**src/rtl/motor_seq_pkg.sv**
```systemverilog
package motor_seq_pkg;

  typedef enum logic [1:0] {
    MODE_IDLE  = 2'd0,
    MODE_ALIGN = 2'd1,
    MODE_RAMP  = 2'd2,
    MODE_RUN   = 2'd3
  } seq_mode_t;

  localparam int unsigned NUM_STEPS = 6;
  localparam int unsigned STEP_W    = 3;

  // Advance a commutation index by one, wrapping modulo NUM_STEPS.
  function automatic logic [STEP_W-1:0] step_adv(input logic [STEP_W-1:0] s,
                                                 input logic rev);
    logic [STEP_W-1:0] r;
    if (rev) begin
      r = (s == '0) ? STEP_W'(NUM_STEPS - 1) : s - 1'b1;
    end else begin
      r = (s >= STEP_W'(NUM_STEPS - 1)) ? '0 : s + 1'b1;
    end
    return r;
  endfunction

endpackage

```
**src/rtl/seq_phase_ctrl.sv**
```systemverilog
module seq_phase_ctrl
  import motor_seq_pkg::*;
#(
  parameter int unsigned TMR_W = 20
) (
  input  logic             clk,
  input  logic             rst,
  input  logic             halt,
  input  logic [TMR_W-1:0] align_len,
  input  logic [TMR_W-1:0] ramp_len,
  output seq_mode_t        mode_q
);

  logic [TMR_W-1:0] tmr_q;
  logic [TMR_W:0]   tmr_inc;
  logic [TMR_W:0]   align_eff;
  logic [TMR_W:0]   ramp_eff;
  logic             align_done;
  logic             ramp_done;

  assign tmr_inc    = {1'b0, tmr_q} + 1'b1;
  assign align_eff  = (align_len == '0) ? (TMR_W+1)'(1) : {1'b0, align_len};
  assign ramp_eff   = (ramp_len  == '0) ? (TMR_W+1)'(1) : {1'b0, ramp_len};
  assign align_done = (tmr_inc >= align_eff);
  assign ramp_done  = (tmr_inc >= ramp_eff);

  always_ff @(posedge clk) begin
    if (rst || halt) begin
      mode_q <= MODE_IDLE;
      tmr_q  <= '0;
    end else begin
      unique case (mode_q)
        MODE_IDLE: begin
          mode_q <= MODE_ALIGN;
          tmr_q  <= '0;
        end
        MODE_ALIGN: begin
          if (align_done) begin
            mode_q <= MODE_RAMP;
            tmr_q  <= '0;
          end else begin
            tmr_q  <= tmr_inc[TMR_W-1:0];
          end
        end
        MODE_RAMP: begin
          if (ramp_done) begin
            mode_q <= MODE_RUN;
            tmr_q  <= '0;
          end else begin
            tmr_q  <= tmr_inc[TMR_W-1:0];
          end
        end
        default: begin
          mode_q <= MODE_RUN;
          tmr_q  <= '0;
        end
      endcase
    end
  end

endmodule

```
**src/rtl/ramp_rate_gen.sv**
```systemverilog
module ramp_rate_gen
  import motor_seq_pkg::*;
#(
  parameter int unsigned PER_W = 16
) (
  input  logic             clk,
  input  logic             rst,
  input  seq_mode_t        mode,
  input  logic [PER_W-1:0] per_max,
  input  logic [PER_W-1:0] per_dec,
  input  logic [PER_W-1:0] per_min,
  output logic             ramp_tick
);

  logic [PER_W-1:0] cnt_q;
  logic [PER_W-1:0] per_q;
  logic [PER_W:0]   per_eff;
  logic [PER_W:0]   cnt_inc;
  logic [PER_W:0]   floor_sum;
  logic [PER_W-1:0] per_next;

  assign per_eff   = (per_q == '0) ? (PER_W+1)'(1) : {1'b0, per_q};
  assign cnt_inc   = {1'b0, cnt_q} + 1'b1;
  assign ramp_tick = (mode == MODE_RAMP) && (cnt_inc >= per_eff);

  // Shrink the period by the decrement, but clamp at the floor.
  assign floor_sum = {1'b0, per_min} + {1'b0, per_dec};
  assign per_next  = ({1'b0, per_q} >= floor_sum) ? (per_q - per_dec) : per_min;

  always_ff @(posedge clk) begin
    if (rst || (mode != MODE_RAMP)) begin
      cnt_q <= '0;
      per_q <= per_max;
    end else if (ramp_tick) begin
      cnt_q <= '0;
      per_q <= per_next;
    end else begin
      cnt_q <= cnt_inc[PER_W-1:0];
    end
  end

endmodule

```
**src/rtl/comm_step_ctr.sv**
```systemverilog
module comm_step_ctr
  import motor_seq_pkg::*;
(
  input  logic              clk,
  input  logic              rst,
  input  logic              halt,
  input  seq_mode_t         mode,
  input  logic              ramp_tick,
  input  logic              run_step,
  input  logic              dir,
  output logic [STEP_W-1:0] state_q
);

  logic advance;

  always_comb begin
    unique case (mode)
      MODE_RAMP: advance = ramp_tick;
      MODE_RUN:  advance = run_step;
      default:   advance = 1'b0;
    endcase
  end

  always_ff @(posedge clk) begin
    if (rst || halt || (mode == MODE_IDLE) || (mode == MODE_ALIGN)) begin
      state_q <= '0;
    end else if (advance) begin
      state_q <= step_adv(state_q, dir);
    end
  end

endmodule

```
**src/rtl/motor_startup_seq.sv**
```systemverilog
module motor_startup_seq
  import motor_seq_pkg::*;
#(
  parameter int unsigned TMR_W = 20,
  parameter int unsigned PER_W = 16
) (
  input  logic             clk,
  input  logic             rst,
  input  logic             pwr_good,
  input  logic             stop_req,
  input  logic             dir,
  input  logic             run_step,
  input  logic [TMR_W-1:0] cfg_align_len,
  input  logic [TMR_W-1:0] cfg_ramp_len,
  input  logic [PER_W-1:0] cfg_per_max,
  input  logic [PER_W-1:0] cfg_per_dec,
  input  logic [PER_W-1:0] cfg_per_min,
  output logic [1:0]       mode,
  output logic [2:0]       comm_state
);

  seq_mode_t         mode_q;
  logic              halt;
  logic              ramp_tick;
  logic [STEP_W-1:0] state_q;

  assign halt = !pwr_good || stop_req;

  seq_phase_ctrl #(.TMR_W(TMR_W)) u_phase (
    .clk       (clk),
    .rst       (rst),
    .halt      (halt),
    .align_len (cfg_align_len),
    .ramp_len  (cfg_ramp_len),
    .mode_q    (mode_q)
  );

  ramp_rate_gen #(.PER_W(PER_W)) u_ramp (
    .clk       (clk),
    .rst       (rst),
    .mode      (mode_q),
    .per_max   (cfg_per_max),
    .per_dec   (cfg_per_dec),
    .per_min   (cfg_per_min),
    .ramp_tick (ramp_tick)
  );

  comm_step_ctr u_comm (
    .clk       (clk),
    .rst       (rst),
    .halt      (halt),
    .mode      (mode_q),
    .ramp_tick (ramp_tick),
    .run_step  (run_step),
    .dir       (dir),
    .state_q   (state_q)
  );

  assign mode       = mode_q;
  assign comm_state = state_q;

endmodule

```
**config.mk**
```make
export PLATFORM = sky130hd
export DESIGN_NAME = motor_startup_seq
export DESIGN_NICKNAME = d
export VERILOG_FILES = /design/src/rtl/motor_seq_pkg.sv /design/src/rtl/seq_phase_ctrl.sv /design/src/rtl/ramp_rate_gen.sv /design/src/rtl/comm_step_ctr.sv /design/src/rtl/motor_startup_seq.sv
export SDC_FILE = /design/constraint.sdc
export NUM_CORES = 1
export LEC_CHECK = 0
export ABC_CLOCK_PERIOD_IN_PS = 5200
export BUFFER_PORTS_ARGS = -buffer_cell sky130_fd_sc_hd__buf_2
export CAP_MARGIN = 25
export CORE_MARGIN = 2
export CORE_UTILIZATION = 45
export DETAILED_ROUTE_END_ITERATION = 8
export PLACE_DENSITY_LB_ADDON = 0.3
export RECOVER_POWER = 100
export SLEW_MARGIN = 20
export SYNTH_ARGS = -nofsm -noshare
export SYNTH_HDL_FRONTEND = slang
export SYNTH_SLANG_ARGS = --single-unit
```
**constraint.sdc**
```tcl
create_clock -name clk -period 5.2 [get_ports clk]
set_clock_uncertainty 0.2 [all_clocks]
set_input_delay 0.26 -clock clk [delete_from_list [all_inputs] [get_ports clk]]
set_output_delay 0.26 -clock clk [all_outputs]
set_load 0.01 [all_outputs]
```
==> results of run 1 <==
## worst min path at each step
stage,end,slack (ns),cells after the start
global placement,u_ramp.cnt_q[0],0.26,1
CTS,u_ramp.per_q[7],0.008,3
finish,u_ramp.per_q[7],0.01,3
floorplan,u_ramp.cnt_q[0],0.24,1
detailed placement,u_ramp.cnt_q[0],0.27,1
global route,u_ramp.per_q[7],0.02,3
## report_power, final
| part | switching (W) | leakage, nW | total (W) | internal, W |
|---|---|---|---|---|
| logic | 0.000234 | 2.98 | 0.000431 | 0.000197 |
| registers | 0.0000139 | 0.500 | 0.000481 | 0.000467 |
| clock network | 0.000212 | 0.142 | 0.000563 | 0.000351 |
| total | 0.000460 | 3.62 | 0.00147 | 0.00101 |
## metrics by stage
step                      util (%)  total power, W  hold WS [ns]
after floorplan                  -        0.000799         0.241
after global placement        50.4        0.000914         0.261
after detailed placement      50.4        0.000916         0.273
after CTS                     52.4         0.00149       0.00774
after global routing          52.3         0.00156        0.0182
final                         52.3         0.00147        0.0116
## metal layers
metal | part of all wire, % | track usage [%] | up-vias | routed length [um]
met5 | 0 | 0 | - | 0
met4 | 0.69 | 4.74 | 0 | 99
met3 | 5.1 | 3.42 | 10 | 730
met2 | 43 | 30.6 | 124 | 6220
met1 | 51 | 28.0 | 2414 | 7330
li1 | - | - | 2859 | -
## worst max-delay path, delay by kind of cell
family,cells,cell delay [ns]
AND/OR/NAND/NOR,4,0.51
buffers and inverters,2,0.59
adder cells (fa/ha/maj),3,0.94
XOR/XNOR,1,0.09
AO/OA/AOI/OAI,10,1.82
## cells by family (layout without fill, tap and decap cells)
group	after synthesis	in the layout	share of synthesized area (%)
compound gates	162	162	17.4
xor+xnor	56	56	7.81
fa+ha+maj	117	117	23.5
buf+inv	97	203	6.35
flops	57	57	20.7
mux	15	15	2.41
simple gates	240	240	21.8
## cell type report
cell class,count,share of cell area [%]
Multi-Input combinational cell,590,63.4
Sequential cell,57,18.1
Timing Repair Buffer,101,7.01
Inverter,86,4.49
Clock buffer,12,3.58
Tap cell,180,3.13
Clock inverter,4,0.348
## cell usage after synthesis (all sizes together), types with 7 or more instances
cell type	count
edfxtp	16
nand3	28
nor3	8
xnor2	30
nor2b	42
dfxtp	41
nand2b	12
buf	7
ha	115
and3	21
nor2	39
nor4	14
nand4	15
a211oi	7
a21oi	50
inv	86
xor2	26
nand2	44
o21ai	40
mux2i	14
a21o	22
## state kept, by name (all words and copies together), names as in the netlist
| signal | cells |
|---|---|
| u_phase.tmr_q | 20 |
| u_phase.mode_q | 2 |
| u_comm.state_q | 3 |
| u_ramp.per_q | 16 |
| u_ramp.cnt_q | 16 |
==> results.py, run 1 <==
metrics = {
    "status": {
        "status": "complete, no violations",
    },
    "global_routing": {
        "antenna_found_initial": 0,
        "grt_first_pass_wirelength_um": 23400,
        "overflow": 0,
        "grt.total_usage_pct": 19.6,
        "grt_max_degree": 33,
        "grt_pass1_vias": 4973,
    },
    "layout": {
        "final_area_um2": 7200,
        "nNetsFinal": 1056,
        "multi_input_area_um2": 4560,
        "final_cells": 1030,
        "final_common_cell": "ha_1",
        "antenna_cells": 0,
        "regArea_um2": 1300,
        "fillCellCount": 1375,
        "area_growth_pct": 14.6,
        "final_layout_size_suffix_gt1_share_pct": 16.9,
        "mostFrequentLayoutCells": "115 x ha_1, 92 x buf_2, 86 x inv_1",
    },
    "timing": {
        "rsz0062_at_grt": "no",
        "slew_headroom_pct": 39.4,
        "fin_ws_ns": 0.890,
        "final-setup-viol-count": 0,
        "tightestPinTransition_ns": 0.904,
        "fmax_ghz": 0.232,
        "tns_ns": 0,
        "period_minus_slack_ns": 4.31,
        "finalMaxSlewViolations": 0,
        "finalHoldViolations": 0,
        "period_share_pct": 82.9,
    },
    "power": {
        "vdd_drop_max_uv": 157,
        "power-per-cell-area_nw_per_um2": 205,
        "power.leakage_nw": 3.62,
    },
    "place": {
        "dpl.hpwl_um": 11900,
        "dp.cells": 1013,
        "place_ws_ns": 0.882,
        "gp_congestion": 0.867,
        "portBuffers": 98,
        "dpl_cell_area_um2": 6940,
    },
    "route": {
        "via_per_inst": 5.25,
        "wire_per_inst_um": 14.0,
        "drtPass1Iterations": 7,
        "drtIter0Drc": 280,
        "vias": 5407,
        "routed_wl_um": 14400,
        "final_antenna_net_count": 0,
        "drc_errors": 0,
    },
    "yosys": {
        "synth_ff_type": "dfxtp_1",
        "yosys.area.top_type": "ha_1",
        "syn_inst": 744,
        "synth-edff-count": 16,
        "synthArstFlopShare_pct": 0,
        "syn_area_per_cell_um2": 8.44,
        "yosys_warnings": 0,
        "yosys-top-cells-area": "ha_1 23%, dfxtp_1 13%, edfxtp_1 7.6%",
        "synth.distinct_cells": 69,
        "synth_top_cell_area_share_pct": 22.9,
        "ys_seq_area_share_pct": 20.7,
        "synth-seq-cells": 57,
        "syn_nets": 955,
        "synth_area_um2": 6280,
    },
    "floorplan": {
        "core_um2": 13800,
        "die_h_um": 122,
        "io_pins": 99,
        "die_x_um": 122,
        "row_count": 43,
        "initial_utilization_pct": 45.6,
        "design.die.area_um2": 14900,
    },
    "critical_path": {
        "r2r-end": "u_phase.tmr_q[7]",
        "end_kind": "register",
        "rr_startpoint": "u_phase.tmr_q[0]",
        "rrSetupSlack_ns": 0.94,
        "crit_chain": "clkbuf_1, ha_1, fa_1, a21o_1, a21oi_1, o21a_2, nor2_1, nor2_1, o21bai_1, a21oi_1, xor2_1, ha_1, and4_1, nand4_1, o31ai_1, a21oi_1, a21boi_2, clkbuf_2, o21ai_0, a31o_1",
        "critPathArrivalTime_ns": 4.19,
        "cp-endpoint": "u_ramp.per_q[9]",
        "crit_required_ns": 5.08,
        "critPathKind": "input port to register",
        "ff2ff_path_depth": 14,
        "slowest_delay_ns": 0.50,
        "cp_max_fo": 19,
        "cp_common_cell": "a21oi_1",
        "slowest_stage": "clkbuf_2",
        "startpoint": "cfg_per_dec[0]",
        "cp-start-kind": "input port",
    },
    "cts": {
        "post_cts_buffers": 0,
        "cts_tree": "built",
        "htree_levels": 3,
        "ctsRootBufferMaster": "clkbuf_16",
        "cts_buffer_depth": 2,
        "postCtsHoldBufs": 0,
        "cts_resized": 0,
        "cts_buffers": 9,
        "clk_pin_slew_ns": 0.05,
        "worstSkewPairLatency_ns": 0.33,
        "cts.sink_count": 57,
    },
    "run": {
        "cap_viol_max_count": 0,
    },
    "hold_path": {
        "min_from": "cfg_per_max[7]",
        "hold_class": "input port to register",
    },
}
No activity file was read; power rests on OpenSTA's default activity.
==> run 2, diff against run 1 <==
Settings changed: ABC_AREA set to 1, ABC_CLOCK_PERIOD_IN_PS 5200 to 4400.
Clock period 5.2 ns to 4.4 ns, I/O delays scaled along.
==> results.py, run 2 <==
metrics = {
    "power": {
        "p_sw_w": 0.000585,
        "power.leakage_nw": 4.37,
        "p_int_w": 0.00124,
        "combinationalPowerShare_pct": 29.7,
        "vdd_drop_max_uv": 124,
        "clockPowerShare_pct": 39.3,
        "switching_share_pct": 32.0,
        "power-per-cell-area_nw_per_um2": 229,
        "seq_power_share_pct": 31.0,
    },
    "layout": {
        "area_growth_pct": 15.1,
        "postLayoutCoreUtil_pct": 52.7,
        "final_cells": 1297,
        "mostFrequentLayoutCells": "194 x inv_1, 193 x nand2_1, 115 x ha_1",
        "nNetsFinal": 1315,
        "fillCellCount": 1542,
        "final_layout_size_suffix_gt1_share_pct": 15.6,
        "largest_reg_flops": 20,
        "final_common_cell": "inv_1",
        "regMostFlops": "u_phase.tmr_q",
        "final_area_um2": 7980,
        "antenna_cells": 0,
        "reg.largest.list": "u_phase.tmr_q (20), u_ramp.cnt_q (16), u_ramp.per_q (16)",
    },
    "critical_path": {
        "slowest_delay_ns": 0.43,
        "path_delay_family": "simple AND/OR/NAND/NOR gates",
        "cp_max_fo": 17,
        "critPathBufInv": 1,
        "cp-start-kind": "input port",
        "cp_common_cell": "nand2_1",
        "slowest_stage": "nand2_1",
        "crit_required_ns": 4.40,
        "critPathKind": "input port to register",
        "critPathArrivalTime_ns": 3.83,
        "crit_chain": "clkbuf_1, ha_1, a21oi_1, nand2_1, a21oi_1, o21ai_0, a21boi_0, o21ai_0, xor2_1, ha_1, nand2_1, nor4_1, nand3_1, nand2_1, a21oi_1, nand2_1, nand2_4, nand2_1, nand3_1, nand2_1",
        "end_kind": "register",
    },
    "timing": {
        "tightestPinTransition_ns": 0.617,
        "finalHoldViolations": 0,
        "finalMaxSlewViolations": 0,
        "period_share_pct": 87.1,
        "period_minus_slack_ns": 3.83,
        "slew_headroom_pct": 58.7,
        "fmax_ghz": 0.261,
        "tns_ns": 0,
        "fin_ws_ns": 0.566,
        "rsz0062_at_grt": "no",
        "final-setup-viol-count": 0,
    },
    "floorplan": {
        "row_count": 45,
        "io_pins": 99,
        "die_h_um": 128,
        "core_um2": 15100,
        "design.die.area_um2": 16400,
        "die_x_um": 128,
        "initial_utilization_pct": 45.8,
    },
    "route": {
        "drc_errors": 0,
        "drtIter0Drc": 299,
        "vias": 6534,
        "routed_wl_um": 16800,
        "drtPass1Iterations": 5,
        "via_per_inst": 5.04,
        "final_antenna_net_count": 0,
        "wire_per_inst_um": 13.0,
    },
    "status": {
        "status": "complete, no violations",
    },
    "yosys": {
        "synth-edff-count": 16,
        "syn_inst": 990,
        "yosys-top-cells-area": "ha_1 21%, dfxtp_1 12%, inv_1 11%",
        "synthArstFlopShare_pct": 0,
        "ys_top_cells_by_count": "194 x inv_1, 191 x nand2_1, 115 x ha_1",
        "syn_nets": 1201,
        "yosysMostFrequentCell": "inv_1",
        "yosys_warnings": 0,
        "yosys.area.top_type": "ha_1",
        "ys_seq_area_share_pct": 18.8,
        "synth-seq-cells": 57,
        "synth_area_um2": 6930,
        "syn_area_per_cell_um2": 7.00,
        "synth_top_cell_area_share_pct": 20.8,
        "synth.distinct_cells": 52,
        "synth_ff_type": "dfxtp_1",
    },
    "place": {
        "portBuffers": 98,
        "dpl.hpwl_um": 14100,
        "dpl_cell_area_um2": 7590,
        "dp.cells": 1268,
        "gp_congestion": 0.897,
        "place_ws_ns": 0.505,
    },
    "hold_path": {
        "hold_class": "input port to register",
    },
    "cts": {
        "worstSkewPairLatency_ns": 0.33,
        "cts_buffer_depth": 2,
        "ctsRootBufferMaster": "clkbuf_16",
        "post_cts_buffers": 0,
        "clk_pin_slew_ns": 0.06,
        "cts_tree": "built",
        "htree_levels": 3,
        "cts_buffers": 9,
        "cts.sink_count": 57,
    },
    "global_routing": {
        "overflow": 0,
        "grt_max_degree": 33,
        "grt.total_usage_pct": 20.9,
        "grt_first_pass_wirelength_um": 27700,
        "antenna_found_initial": 0,
        "grt_pass1_vias": 6162,
    },
    "run": {
        "cap_viol_max_count": 0,
    },
}
==> run 2: cell types whose count changed after synthesis, moves of 21 or more <==
| cell | previous run | this run |
|---|---|---|
| nor2b_1 | 24 | 0 |
| nand2_1 | 44 | 191 |
| o21ai_1 | 21 | 0 |
| nor2_2 | 2 | 26 |
| inv_1 | 86 | 194 |
| nand3_1 | 27 | 70 |
==> run 2: area by class of cell <==
type | count | area, um2 | share of cell area, %
clock buffer | 11 | 254 | 3.18
clock inverter | 5 | 52.6 | 0.659
inverter | 201 | 754 | 9.46
multi-input combinational | 723 | 4760 | 59.7
sequential | 57 | 1300 | 16.3
tap | 188 | 235 | 2.95
timing repair buffer | 112 | 621 | 7.78
==> run 2: what timing repair did <==
action	CTS	global route
setup endpoints to repair	0	0
gates resized for setup	0	0
hold buffers	13	0
hold endpoints to repair	13	0
==> run 2: kinds of logic (layout without fill, tap and decap cells) <==
logic type      after synthesis  in the layout  synth area share (%)
flops                        57             57                  18.8
compound gates              118            118                  10.1
xor+xnor                     48             48                  6.07
buf+inv                     210            329                  12.0
simple gates                440            440                  31.7
fa+ha+maj                   117            117                  21.3
==> run 2: worst paths after layout <==
path,start,to,slack [ns],cells past startpoint
max,cfg_per_dec[2],u_ramp.per_q[3],0.57,20
min,cfg_per_max[8],u_ramp.per_q[8],0.02,3
max reg2reg,u_ramp.cnt_q[0],u_ramp.per_q[14],0.59,20
min reg2reg,u_ramp.cnt_q[0],u_ramp.cnt_q[0],0.29,1
==> run 2: power by group through the flow <==
| stage | clock, W | sequential [W] | combinational [W] |
|---|---|---|---|
| after floorplan | 0 | 0.000570 | 0.000394 |
| after global placement | 0 | 0.000577 | 0.000525 |
| after detailed placement | 0 | 0.000577 | 0.000528 |
| after CTS | 0.000728 | 0.000566 | 0.000541 |
| after global routing | 0.000754 | 0.000567 | 0.000622 |
| final | 0.000718 | 0.000566 | 0.000543 |
==> run 2: per-layer routing <==
layer	GRT usage, %	share of wire, %	vias to the layer above
met5	0	0	-
met3	2.96	4.9	17
met2	37.6	47	179
li1	-	-	3477
met1	26.2	46	2861
met4	5.69	1.6	0
==> run 2: metrics by stage <==
step | hold WS (ns) | total power [W]
2_1_floorplan | 0.206 | 0.000964
3_3_place_gp | 0.277 | 0.00110
3_5_place_dp | 0.279 | 0.00110
4_1_cts | 0.00336 | 0.00184
5_1_grt | 0.00910 | 0.00194
6_report | 0.0156 | 0.00183
==> run 2: tightest hold or removal path, delay by kind of cell <==
family / cells / cell delay (ns)
AND/OR/NAND/NOR: 2 / 0.14
buffers and inverters: 1 / 0.08
==> run 3, diff against run 2 <==
Settings changed: CORE_ASPECT_RATIO set to 0.8.
==> results.py, run 3 (synthesized netlist as in run 2, its figures left out) <==
metrics = {
    "timing": {
        "tns_ns": 0,
        "whs_ns": 0.0153,
        "slew_headroom_pct": 61.0,
        "finalMaxSlewViolations": 0,
        "period_share_pct": 87.4,
        "fin_ws_ns": 0.552,
        "tightestPinTransition_ns": 0.579,
        "period_minus_slack_ns": 3.85,
        "fmax_ghz": 0.260,
        "rsz0062_at_grt": "no",
        "finalHoldViolations": 0,
        "final-setup-viol-count": 0,
    },
    "global_routing": {
        "grt_pass1_vias": 5951,
        "grt_first_pass_wirelength_um": 28300,
        "antenna_found_initial": 0,
        "grt.total_usage_pct": 21.5,
        "grt_max_degree": 33,
        "overflow": 0,
    },
    "place": {
        "place_ws_ns": 0.393,
        "portBuffers": 98,
        "dpl.hpwl_um": 14200,
        "dp.cells": 1271,
        "gp_congestion": 0.930,
    },
    "layout": {
        "final_cells": 1302,
        "mostFrequentLayoutCells": "195 x inv_1, 193 x nand2_1, 115 x ha_1",
        "largest_reg_flops": 20,
        "area_growth_pct": 14.8,
        "nNetsFinal": 1319,
        "fillCellCount": 1550,
        "antenna_cells": 0,
        "reg.largest.list": "u_phase.tmr_q (20), u_ramp.cnt_q (16), u_ramp.per_q (16)",
        "regMostFlops": "u_phase.tmr_q",
        "final_common_cell": "inv_1",
        "final_layout_size_suffix_gt1_share_pct": 14.5,
    },
    "route": {
        "via_per_inst": 5.05,
        "drtIter0Drc": 390,
        "routed_wl_um": 17200,
        "vias": 6576,
        "final_antenna_net_count": 0,
        "drc_errors": 0,
        "wire_per_inst_um": 13.2,
        "drtPass1Iterations": 5,
    },
    "floorplan": {
        "initial_utilization_pct": 46.2,
        "io_pins": 99,
        "row_count": 40,
        "core_um2": 15000,
        "die_x_um": 143,
        "die_h_um": 115,
        "design.die.area_um2": 16400,
    },
    "hold_path": {
        "hold_class": "input port to register",
    },
    "run": {
        "cap_viol_max_count": 0,
    },
    "critical_path": {
        "cp_max_fo": 17,
        "critPathKind": "input port to register",
        "crit_required_ns": 4.41,
        "end_kind": "register",
        "cp-start-kind": "input port",
        "critPathArrivalTime_ns": 3.85,
    },
    "power": {
        "power-per-cell-area_nw_per_um2": 227,
        "power.leakage_nw": 4.37,
        "total_power_w": 0.00181,
        "vdd_drop_max_uv": 184,
    },
    "cts": {
        "cts_tree": "built",
        "cts_buffers": 9,
        "clk_pin_slew_ns": 0.05,
        "worstSkewPairLatency_ns": 0.34,
        "htree_levels": 3,
        "cts.sink_count": 57,
        "cts_buffer_depth": 2,
        "ctsRootBufferMaster": "clkbuf_16",
    },
    "status": {
        "status": "complete, no violations",
    },
}
-- run 3: cell count changes in the layout (fill, tap and decap cells not counted), sizes merged --
cell and change:
buf +2, dlygate4sd3 +2, clkinv +1, clkinvlp -1
-- run 3: path summary, 6_finish.rpt --
| path | from | endpoint | slack [ns] | cells past startpoint |
|---|---|---|---|---|
| worst max-delay path | cfg_per_dec[2] | u_ramp.per_q[13] | 0.55 | 20 |
| worst min-delay path | cfg_per_max[11] | u_ramp.per_q[11] | 0.02 | 3 |
| worst max register to register | u_ramp.cnt_q[0] | u_ramp.per_q[15] | 0.60 | 20 |
| worst min register to register | u_phase.tmr_q[0] | u_phase.tmr_q[0] | 0.32 | 1 |
-- run 3: power by group --
part | internal, W | switching (W)
Sequential | 0.000552 | 0.0000127
Combinational | 0.000223 | 0.000342
Clock | 0.000432 | 0.000245
Total | 0.00121 | 0.000600
-- run 3: final cells by class --
type	instances	area, um2	area share, %
inverters	201	754	9.49
flip-flops and latches	57	1300	16.4
repair buffers	116	657	8.26
clock inverters	5	47.5	0.598
well taps	189	236	2.97
multi-input cells	723	4720	59.4
clock buffers	11	233	2.93
-- run 3: layer usage --
metal / share of wire (%) / global-route usage [%] / vias to the layer above
met2: 42 / 33.5 / 174
met5: 0 / 0 / -
met3: 5.4 / 3.62 / 14
li1: - / - / 3480
met4: 0.85 / 3.83 / 0
met1: 52 / 31.6 / 2908
-- run 3: critical path, cell delays in order --
cell and delay (ns):
buf_2 0.11, ha_1 0.34, a21oi_1 0.16, nand2_1 0.09
a21oi_1 0.33, o21ai_0 0.19, a21boi_0 0.30, o21ai_0 0.16
xor2_1 0.16, ha_1 0.30, nand2_1 0.05, nor4_1 0.24
nand3_1 0.11, nand2_1 0.08, a21oi_1 0.04, nand2_2 0.30
nand2_2 0.34, nand2_1 0.16, nand3_1 0.08, nand2_1 0.06
-- run 3: stage by stage --
step / area [um2] / util (%)
floorplan: 6930 / -
global placement: 7600 / 50.6
detailed placement: 7600 / 50.6
CTS: 8030 / 53.5
global route: 7950 / 53.0
finish: 7950 / 53.0
-- run 3: what timing repair did --
item / CTS / global route
hold buffers: 15 / 0
gates resized for setup: 0 / 0
endpoints found under the setup margin: 0 / 0
hold endpoints to repair: 15 / 0
buffers inserted: 0 / 0
